### config.mk
export PLATFORM = sky130hd
export DESIGN_NAME = serial_ram_slave
export DESIGN_NICKNAME = d
export VERILOG_FILES = /design/src/rtl/srs_pkg.sv /design/src/rtl/srs_sync.sv /design/src/rtl/srs_mem.sv /design/src/rtl/srs_ctrl.sv /design/src/rtl/serial_ram_slave.sv
export SDC_FILE = /design/constraint.sdc
export NUM_CORES = 1
export LEC_CHECK = 0
export BUFFER_PORTS_ARGS = -buffer_cell sky130_fd_sc_hd__buf_2
export CORE_MARGIN = 5
export CORE_UTILIZATION = 55
export CTS_CLUSTER_DIAMETER = 60
export CTS_CLUSTER_SIZE = 10
export DETAILED_ROUTE_END_ITERATION = 10
export GPL_TIMING_DRIVEN = 0
export PLACE_DENSITY_LB_ADDON = 0.08
export SETUP_SLACK_MARGIN = 0.1
export SLEW_MARGIN = 10
export SYNTH_ARGS = -nofsm -noshare
export SYNTH_HDL_FRONTEND = slang
export SYNTH_SLANG_ARGS = --single-unit
### constraint.sdc
create_clock -name clk -period 1.8 [get_ports clk]
set_clock_uncertainty 0.2 [all_clocks]
set_input_delay 0.09 -clock clk [delete_from_list [all_inputs] [get_ports clk]]
set_output_delay 0.09 -clock clk [all_outputs]
set_load 0.1 [all_outputs]
### src/rtl/srs_pkg.sv
package srs_pkg;
  typedef enum logic [1:0] {
    ST_IDLE = 2'd0,
    ST_CMD  = 2'd1,
    ST_DATA = 2'd2,
    ST_LOCK = 2'd3
  } srs_state_e;

  localparam logic [7:0] CODE_WRITE = 8'h9D;
  localparam logic [7:0] CODE_READ  = 8'h62;
endpackage

### src/rtl/srs_sync.sv
module srs_sync #(
  parameter int N = 3
) (
  input  logic         clk,
  input  logic         rst_n,
  input  logic [N-1:0] d,
  output logic [N-1:0] q
);
  for (genvar i = 0; i < N; i++) begin : g_bit
    logic s1_q, s2_q;
    always_ff @(posedge clk or negedge rst_n) begin
      if (!rst_n) begin
        s1_q <= 1'b0;
        s2_q <= 1'b0;
      end else begin
        s1_q <= d[i];
        s2_q <= s1_q;
      end
    end
    assign q[i] = s2_q;
  end
endmodule

### src/rtl/srs_mem.sv
module srs_mem #(
  parameter int AW = 7,
  parameter int DW = 8
) (
  input  logic          clk,
  input  logic          we,
  input  logic [AW-1:0] waddr,
  input  logic [DW-1:0] wdata,
  input  logic [AW-1:0] raddr,
  output logic [DW-1:0] rdata
);
  localparam int DEPTH = 1 << AW;
  logic [DW-1:0] arr [DEPTH];

  always_ff @(posedge clk) begin
    if (we) arr[waddr] <= wdata;
  end

  assign rdata = arr[raddr];
endmodule

### src/rtl/srs_ctrl.sv
module srs_ctrl
  import srs_pkg::*;
#(
  parameter int AW = 7,
  parameter int DW = 8,
  parameter int CMD_BYTES = 3
) (
  input  logic          clk,
  input  logic          rst_n,
  input  logic          en_s,
  input  logic          sck_s,
  input  logic          din_s,
  output logic          mem_we,
  output logic [AW-1:0] mem_waddr,
  output logic [DW-1:0] mem_wdata,
  output logic [AW-1:0] mem_raddr,
  input  logic [DW-1:0] mem_rdata,
  output logic          dq_o,
  output logic          dq_oe,
  output logic          locked
);
  localparam int CMD_W = CMD_BYTES * 8;
  localparam int CNT_W = $clog2(CMD_W + 1);
  localparam int BIT_W = $clog2(DW);

  srs_state_e     state_q, state_d;
  logic           sck_d_q, en_d_q;
  logic [CMD_W-1:0] cmd_q, cmd_d;
  logic [CNT_W-1:0] cnt_q, cnt_d;
  logic [AW-1:0]  addr_q, addr_d;
  logic           rd_q, rd_d, burst_q, burst_d;
  logic [DW-1:0]  byte_q, byte_d;
  logic           dout_q, dout_d, oe_q, oe_d;

  logic           rise, fall;
  logic [CMD_W-1:0] word;
  logic [7:0]     b1, b2, b3;
  logic           cmd_ok, cmd_rd, cmd_burst;
  logic [AW-1:0]  cmd_addr;
  logic [DW-1:0]  wbyte;
  logic           last_bit, last_addr;

  assign rise      = sck_s & ~sck_d_q;
  assign fall      = ~sck_s & sck_d_q;
  assign word      = {din_s, cmd_q[CMD_W-1:1]};
  assign b1        = word[7:0];
  assign b2        = word[15:8];
  assign b3        = word[23:16];
  assign cmd_rd    = (b1 == CODE_READ);
  assign cmd_ok    = ((b1 == CODE_WRITE) | cmd_rd) & ~b2[7] & (b3[6:0] == 7'd0);
  assign cmd_addr  = b2[AW-1:0];
  assign cmd_burst = (cmd_addr == '0) & b3[7];
  assign wbyte     = {din_s, byte_q[DW-1:1]};
  assign last_bit  = (cnt_q == CNT_W'(DW - 1));
  assign last_addr = (addr_q == '1);

  assign mem_raddr = (state_q == ST_CMD) ? cmd_addr : addr_q + AW'(1);
  assign mem_waddr = addr_q;
  assign mem_wdata = wbyte;

  always_comb begin
    state_d = state_q;
    cmd_d   = cmd_q;
    cnt_d   = cnt_q;
    addr_d  = addr_q;
    rd_d    = rd_q;
    burst_d = burst_q;
    byte_d  = byte_q;
    dout_d  = dout_q;
    oe_d    = oe_q;
    mem_we  = 1'b0;
    if (!en_s) begin
      state_d = ST_IDLE;
      oe_d    = 1'b0;
      dout_d  = 1'b0;
    end else begin
      unique case (state_q)
        ST_IDLE: begin
          state_d = ST_CMD;
          cnt_d   = '0;
        end
        ST_CMD: begin
          if (rise) begin
            cmd_d = word;
            cnt_d = cnt_q + CNT_W'(1);
            if (cnt_q == CNT_W'(CMD_W - 1)) begin
              cnt_d = '0;
              if (cmd_ok) begin
                state_d = ST_DATA;
                addr_d  = cmd_addr;
                rd_d    = cmd_rd;
                burst_d = cmd_burst;
                byte_d  = mem_rdata;
              end else begin
                state_d = ST_LOCK;
              end
            end
          end
        end
        ST_DATA: begin
          if (fall && rd_q) begin
            dout_d = byte_q[cnt_q[BIT_W-1:0]];
            oe_d   = 1'b1;
          end
          if (rise) begin
            cnt_d = cnt_q + CNT_W'(1);
            if (!rd_q) byte_d = wbyte;
            if (last_bit) begin
              cnt_d  = '0;
              mem_we = ~rd_q;
              if (burst_q && !last_addr) begin
                addr_d = addr_q + AW'(1);
                if (rd_q) byte_d = mem_rdata;
              end else begin
                state_d = ST_LOCK;
                oe_d    = 1'b0;
              end
            end
          end
        end
        ST_LOCK: oe_d = 1'b0;
        default: state_d = ST_IDLE;
      endcase
    end
  end

  always_ff @(posedge clk or negedge rst_n) begin
    if (!rst_n) begin
      state_q <= ST_IDLE;
      sck_d_q <= 1'b0;
      en_d_q  <= 1'b0;
      cmd_q   <= '0;
      cnt_q   <= '0;
      addr_q  <= '0;
      rd_q    <= 1'b0;
      burst_q <= 1'b0;
      byte_q  <= '0;
      dout_q  <= 1'b0;
      oe_q    <= 1'b0;
    end else begin
      state_q <= state_d;
      sck_d_q <= sck_s;
      en_d_q  <= en_s;
      cmd_q   <= cmd_d;
      cnt_q   <= cnt_d;
      addr_q  <= addr_d;
      rd_q    <= rd_d;
      burst_q <= burst_d;
      byte_q  <= byte_d;
      dout_q  <= dout_d;
      oe_q    <= oe_d;
    end
  end

  assign dq_o   = dout_q;
  assign dq_oe  = oe_q;
  assign locked = (state_q == ST_LOCK);
endmodule

### src/rtl/serial_ram_slave.sv
module serial_ram_slave #(
  parameter int AW = 7,
  parameter int DW = 8,
  parameter int CMD_BYTES = 3
) (
  input  logic clk,
  input  logic rst_n,
  input  logic ser_en,
  input  logic ser_clk,
  input  logic dq_i,
  output logic dq_o,
  output logic dq_oe
);
  logic          rst_a_q, rst_core_n;
  logic [2:0]    pins_s;
  logic          mem_we, locked;
  logic [AW-1:0] mem_waddr, mem_raddr;
  logic [DW-1:0] mem_wdata, mem_rdata;

  always_ff @(posedge clk or negedge rst_n) begin
    if (!rst_n) begin
      rst_a_q    <= 1'b0;
      rst_core_n <= 1'b0;
    end else begin
      rst_a_q    <= 1'b1;
      rst_core_n <= rst_a_q;
    end
  end

  srs_sync #(.N(3)) sync_i (
    .clk   (clk),
    .rst_n (rst_core_n),
    .d     ({dq_i, ser_clk, ser_en}),
    .q     (pins_s)
  );

  srs_ctrl #(.AW(AW), .DW(DW), .CMD_BYTES(CMD_BYTES)) ctrl_i (
    .clk       (clk),
    .rst_n     (rst_core_n),
    .en_s      (pins_s[0]),
    .sck_s     (pins_s[1]),
    .din_s     (pins_s[2]),
    .mem_we    (mem_we),
    .mem_waddr (mem_waddr),
    .mem_wdata (mem_wdata),
    .mem_raddr (mem_raddr),
    .mem_rdata (mem_rdata),
    .dq_o      (dq_o),
    .dq_oe     (dq_oe),
    .locked    (locked)
  );

  srs_mem #(.AW(AW), .DW(DW)) mem_i (
    .clk   (clk),
    .we    (mem_we),
    .waddr (mem_waddr),
    .wdata (mem_wdata),
    .raddr (mem_raddr),
    .rdata (mem_rdata)
  );
endmodule

==> results of run 1 <==
-- routing by layer --
layer,up-vias,track usage
li1,10820,-
met5,-,0
met3,422,0.06228
met2,1818,0.4644
met1,13910,0.4169
met4,2,0.1150
-- layout make-up --
type,instances,share of cell area
sequential,1082,0.5864
multi-input combinational,1269,0.2252
timing repair buffer,279,0.07289
clock buffer,168,0.05789
buffer,137,0.03006
tap,1050,0.02389
clock inverter,9,0.002276
inverter,18,0.001274
antenna,3,0.0001365
-- logic make-up (layout without fill, tap and decap cells) --
logic type / after synthesis / count (layout) / synth area share
muxes: 277 / 277 / 0.1176
other: 1 / 4 / 0.00008652
AOI/OAI and AO/OA: 259 / 259 / 0.04379
adders and majority gates: 6 / 6 / 0.001732
xor gates and xnor gates: 4 / 4 / 0.0009818
buffers and inverters: 160 / 611 / 0.02050
DFF: 1082 / 1082 / 0.7430
and+or+nand+nor: 722 / 722 / 0.07238
-- layout by cell type, fill, tap and decap left out, types with 16 or more instances in the layout --
master / n
nand2_1: 284
buf_12: 130
a32oi_1: 22
dfrtp_1: 44
mux2_2: 20
o21ai_2: 19
edfxtp_1: 1024
nor3_1: 42
buf_8: 17
clkbuf_16: 136
clkbuf_1: 54
nand3_1: 85
buf_16: 16
nand3_2: 17
nor2_4: 132
a21oi_1: 20
nand2_2: 17
buf_6: 67
mux2i_1: 64
nand4_1: 23
buf_4: 111
nor2_1: 41
clkbuf_2: 16
mux4_2: 183
-- worst max-delay path: stages, from the launching register on --
cell	delay, ns
dfrtp_1	0.40
inv_2	0.10
ha_4	0.19
buf_12	0.13
buf_4	0.11
o21a_4	0.16
buf_12	0.18
buf_6	0.26
buf_4	0.32
mux4_2	0.24
o22a_1	0.21
nand4_1	0.33
a32oi_2	0.33
o21a_1	0.15
-- cells in the mapped netlist (all sizes together), types with 5 or more instances --
| master | count |
|---|---|
| o22a | 10 |
| o311a | 6 |
| nor3 | 44 |
| o2111ai | 5 |
| mux4 | 183 |
| buf | 91 |
| dfrtp | 58 |
| edfxtp | 1024 |
| mux2 | 26 |
| a32oi | 30 |
| o22ai | 14 |
| o31ai | 8 |
| inv | 18 |
| ha | 6 |
| o21ai | 50 |
| a31oi | 10 |
| a311o | 5 |
| and2 | 6 |
| nand4 | 23 |
| nand2 | 310 |
| o21a | 8 |
| a32o | 15 |
| mux2i | 68 |
| a22oi | 12 |
| a21boi | 7 |
| clkbuf | 51 |
| nand2b | 5 |
| nor2b | 13 |
| o221ai | 5 |
| a221oi | 7 |
| o211ai | 6 |
| nand3 | 109 |
| nor4 | 14 |
| nor2 | 178 |
| a21oi | 31 |
| a211oi | 11 |
-- path summary, 6_finish.rpt --
kind                                      startpoint                    to  slack (ns)  cells past startpoint
min in group clk                sync_i.g_bit[1].s1_q  sync_i.g_bit[1].s2_q        0.16                      0
worst min-delay path                           rst_n               rst_a_q        0.05                      3
worst min register to register  sync_i.g_bit[1].s1_q  sync_i.g_bit[1].s2_q        0.16                      0
max in group asynchronous                 rst_core_n      ctrl_i.byte_q[7]        0.55                      0
worst max-delay path               ctrl_i.state_q[1]      ctrl_i.byte_q[6]       -1.60                     13
worst max register to register     ctrl_i.state_q[1]      ctrl_i.byte_q[6]       -1.60                     13
-- registers in the layout (all words and copies together), names as in the netlist, 2 cells and up --
register / count
ctrl_i.byte_q: 8
ctrl_i.cmd_q: 23
ctrl_i.cnt_q: 5
ctrl_i.mem_waddr: 7
ctrl_i.state_q: 2
mem_i.arr: 1024
sync_i.g_bit.s1_q: 3
sync_i.g_bit.s2_q: 3
-- where the power goes --
| group | internal (mW) | switching, mW |
|---|---|---|
| combinational | 19.9 | 32.3 |
| clock | 12.2 | 9.28 |
| sequential | 30.9 | 1.29 |
-- through the flow --
stage               cell area (um^2)  hold WS (ns)  instances  utilization  setup slack (ns)
floorplan                      44070       -0.4056       2511            -            -1.025
global placement               45410       -0.3257       3567       0.5776            -2.868
detailed placement             45680       -0.3204       3577       0.5811            -2.739
CTS                            50920       0.01906       3804       0.6478            -1.519
global route                   54980       0.07131       4012       0.6993            -1.664
finish                         54980       0.04953       4015       0.6994            -1.601
-- repair_timing --
item | CTS | global route
hold endpoints to repair | 5 | 0
cloned | 2 | 14
setup endpoints to repair | 1525 | 1623
resized for setup | 375 | 313
buffers inserted | 43 | 197
pin swaps | 52 | 151
hold buffers | 8 | 0
==> results.json, run 1 <==
{
  "status": "finished, violations left",
  "violations": "negative setup slack",
  "die_h_um": 290.7,
  "wl_met1_mm": 51.32,
  "worst_pin_slew_ns": 1.114,
  "synth_cell_types": 72,
  "seqCellArea_um2": 32240,
  "netlist_instances": 2511,
  "yosysSeqAreaShare": 0.7430,
  "synth.avg_cell_area_um2": 17.26,
  "synth-edff-count": 1024,
  "timing.final.crit_share": 1.889,
  "timing.fmax_mhz": 294.1,
  "setup_viol": 1073,
  "hpwl_mm": 84.17,
  "synth_top_area_frac": 0.7095,
  "gp_congestion": 0.9708,
  "die_w_um": 290.7,
  "firstDrtPassIters": 6,
  "area_delta_synth_final_pct": 26.86,
  "final.setup.worst_slack_ns": -1.601,
  "synth_area_um2": 43340,
  "crit_type": "reg -> reg",
  "cts_max_level": 3,
  "topRoutingLayerUsed": "met5",
  "power_density_nw_per_um2": 1925,
  "vias_per_cell": 6.717,
  "hp-class": "in -> async",
  "port_buffers": 6,
  "clk_path_buf_depth": 3,
  "syn_nets": 2522,
  "synth_top_cells_by_area": "edfxtp_1 71%, mux4_2 9.5%, dfrtp_1 3.3%, nand2_1 2.7%, mux2i_1 1.6%",
  "drv_slew": 0,
  "ant_nets": 0,
  "clkLatencyLatePin_ns": 0.70,
  "via_count": 26970,
  "peakVddDrop_mv": 1.281,
  "wl_met2_mm": 63.46,
  "grt_pass1_wl_mm": 180.5,
  "slew_headroom": 0.2495,
  "maxCapViolations": 0,
  "fin_nets": 2917,
  "wl_per_cell_um": 34.44,
  "finalCriticalPeriod_ns": 3.401,
  "power.total_mw": 105.9,
  "async_flop_share": 0.05360,
  "grt_max_degree": 83,
  "met3_length_mm": 15.40,
  "yosys_warnings": 0,
  "overflow": 0,
  "multi_input_area_um2": 12380,
  "drtIter0Drc": 3709,
  "grt_usage": 0.2964,
  "clock_sinks": 1082,
  "nFillCells": 4830,
  "worst_setup_path_end_kind": "register",
  "yosys.area.top_type": "edfxtp_1",
  "wirelength_mm": 138.3,
  "antenna_found_initial": 6,
  "grt_pass1_vias": 24920,
  "synthFlopType": "edfxtp_1",
  "cp_max_fo": 10,
  "start_kind": "register",
  "drc": 0,
  "p_leak_nw": 17.78,
  "core_area_um2": 78610,
  "cp.arrival_ns": 3.83,
  "ioPinCount": 7,
  "rows": 103,
  "hold_viol": 0,
  "layout-drive-gt1-share": 0.3582,
  "rsz0062_at_grt": "yes",
  "required_ns": 2.22,
  "numCtsBuffers": 119,
  "die_area_um2": 84520,
  "cts_tree": "done",
  "fin_tns_setup_ns": -1169.37,
  "ys_ff_latch": 1082,
  "start_util": 0.5513,
  "root_buffer": "clkbuf_16",
  "clk_pin_slew_ns": 0.06
}
Power figures use the tool's default switching activity.
==> run 2: changes to the inputs <==
==> constraint.sdc (replaced) <==
create_clock -name clk -period 1.8 [get_ports clk]
set_clock_uncertainty 0.2 [all_clocks]
set_input_delay 0.09 -clock clk [delete_from_list [all_inputs] [get_ports clk]]
set_output_delay 0.09 -clock clk [all_outputs]
set_load 0.005 [all_outputs]
==> results.json, run 2 (synthesis results as in run 1) <==
{
  "status": "finished, violations left",
  "violations": "negative setup slack",
  "worst_pin_slew_ns": 1.066,
  "drv_slew": 0,
  "cts_max_level": 3,
  "largest_reg_flops": 1024,
  "mostFrequentLayoutCells": "1024 x edfxtp_1, 284 x nand2_1, 183 x mux4_2",
  "grt_pass1_vias": 24920,
  "layout-drive-gt1-share": 0.3582,
  "cellInternalPower_mw": 63.02,
  "maxCapViolations": 0,
  "pwr-share-comb": 0.493,
  "cp.arrival_ns": 3.84,
  "grt_pass1_wl_mm": 180.5,
  "die_w_um": 290.7,
  "hpwl_mm": 84.17,
  "start_kind": "register",
  "place_area_um2": 45680,
  "p_leak_nw": 17.78,
  "start_util": 0.5513,
  "via_count": 26920,
  "pwr-share-clk": 0.203,
  "top_register": "mem_i.arr",
  "root_buffer": "clkbuf_16",
  "biggestRegsByFlops": "mem_i.arr: 1024 flops, ctrl_i.cmd_q: 23 flops, ctrl_i.byte_q: 8 flops",
  "firstDrtPassIters": 8,
  "drc": 0,
  "area_delta_synth_final_pct": 26.84,
  "worst_setup_path_end_kind": "register",
  "use_met2": 0.4644,
  "crit_type": "reg -> reg",
  "final.setup.worst_slack_ns": -1.618,
  "timing.fmax_mhz": 292.6,
  "cp_max_fo": 10,
  "gp_congestion": 0.9708,
  "clock_sinks": 1082,
  "final_common_cell": "edfxtp_1",
  "timing.final.crit_share": 1.899,
  "finalCriticalPeriod_ns": 3.418,
  "placedCellCount": 3577,
  "clkLatencyLatePin_ns": 0.70,
  "setup_viol": 1073,
  "top_usage_layer": "met2",
  "fin_nets": 2917,
  "hp-class": "in -> async",
  "rows": 103,
  "slew_headroom": 0.2819,
  "wl_per_cell_um": 34.44,
  "required_ns": 2.23,
  "wirelength_mm": 138.3,
  "grt_max_degree": 83,
  "p_sw_frac": 0.4046,
  "ant_nets": 0,
  "antenna_found_initial": 6,
  "p_sw_mw": 42.83,
  "seq_power_share": 0.304,
  "grt_use_met3": 0.06228,
  "cts_tree": "done",
  "stdcell_area_um2": 54970,
  "drtIter0Drc": 3711,
  "power_density_nw_per_um2": 1925,
  "grtUsageMet1": 0.4169,
  "port_buffers": 6,
  "numCtsBuffers": 119,
  "clk_path_buf_depth": 3,
  "peakVddDrop_mv": 1.289,
  "overflow": 0,
  "ioPinCount": 7,
  "die_h_um": 290.7,
  "die_area_um2": 84520,
  "instances_no_fill": 4015,
  "nFillCells": 4830,
  "power.total_mw": 105.8,
  "rsz0062_at_grt": "yes",
  "grt_usage": 0.2964,
  "hold_viol": 0,
  "vias_per_cell": 6.704,
  "core_area_um2": 78610,
  "clk_pin_slew_ns": 0.06
}
==> run 2: cell type report <==
class / count / area, um^2 / share of cell area
Sequential cell: 1082 / 32240 / 0.5865
Clock inverter: 9 / 125.1 / 0.002276
Tap cell: 1050 / 1314 / 0.02390
Clock buffer: 168 / 3183 / 0.05790
Antenna cell: 3 / 7.507 / 0.0001366
Buffer: 137 / 1653 / 0.03007
Multi-Input combinational cell: 1269 / 12380 / 0.2252
Timing Repair Buffer: 279 / 3999 / 0.07274
Inverter: 18 / 70.07 / 0.001275
==> run 2: final timing paths <==
path	startpoint	endpoint	slack, ns	cells past startpoint
max	ctrl_i.state_q[1]	ctrl_i.byte_q[7]	-1.62	12
min	rst_n	rst_a_q	0.05	3
max reg2reg	ctrl_i.state_q[1]	ctrl_i.byte_q[7]	-1.62	12
min reg2reg	sync_i.g_bit[1].s1_q	sync_i.g_bit[1].s2_q	0.16	0
max in group asynchronous	rst_core_n	ctrl_i.byte_q[7]	0.54	0
min in group clk	sync_i.g_bit[1].s1_q	sync_i.g_bit[1].s2_q	0.16	0
==> run 2: power groups by stage <==
stage	Sequential, mW	Combinational [mW]	Clock (mW)
global route	32.2	53.3	22.7
floorplan	33.2	22.6	0
global placement	35.1	36.6	0
finish	32.2	52.2	21.5
detailed placement	33.4	39.3	0
CTS	32.8	44.8	21.6
==> run 2: metal layers <==
| layer | routed length, um | share of wire | vias up |
|---|---|---|---|
| li1 | - | - | 10820 |
| met1 | 51760 | 0.37 | 13890 |
| met2 | 63870 | 0.46 | 1805 |
| met3 | 14850 | 0.11 | 397 |
| met4 | 7801 | 0.056 | 2 |
| met5 | 7 | 0.000051 | - |
==> run 2: worst max-delay path, cell delays in order (launching register included) <==
cell      delay, ns
dfrtp_1        0.40
inv_2          0.09
ha_4           0.19
buf_12         0.13
buf_8          0.12
mux2i_4        0.44
buf_4          0.31
clkbuf_4       0.30
nand2_1        0.10
nand3_1        0.20
nand4_1        0.36
a32oi_1        0.33
o21a_1         0.14
==> run 2: what timing repair did <==
item,CTS,global route
setup endpoints to repair,1523,1621
pin swaps,52,151
gates cloned,2,14
endpoints found under the hold margin,5,0
gates resized for setup,375,308
hold buffers,8,0
buffers inserted,43,197
==> run 2: through the flow <==
step	hold slack (ns)	setup TNS [ns]	utilization	worst slack [ns]
CTS	0.01906	-1189.52	0.6478	-1.519
floorplan	-0.4056	-901.51	-	-1.025
finish	0.04812	-1175.78	0.6993	-1.618
detailed placement	-0.3204	-2014.25	0.5811	-2.739
global route	0.07131	-1257.78	0.6992	-1.664
global placement	-0.3257	-3013.70	0.5776	-2.868
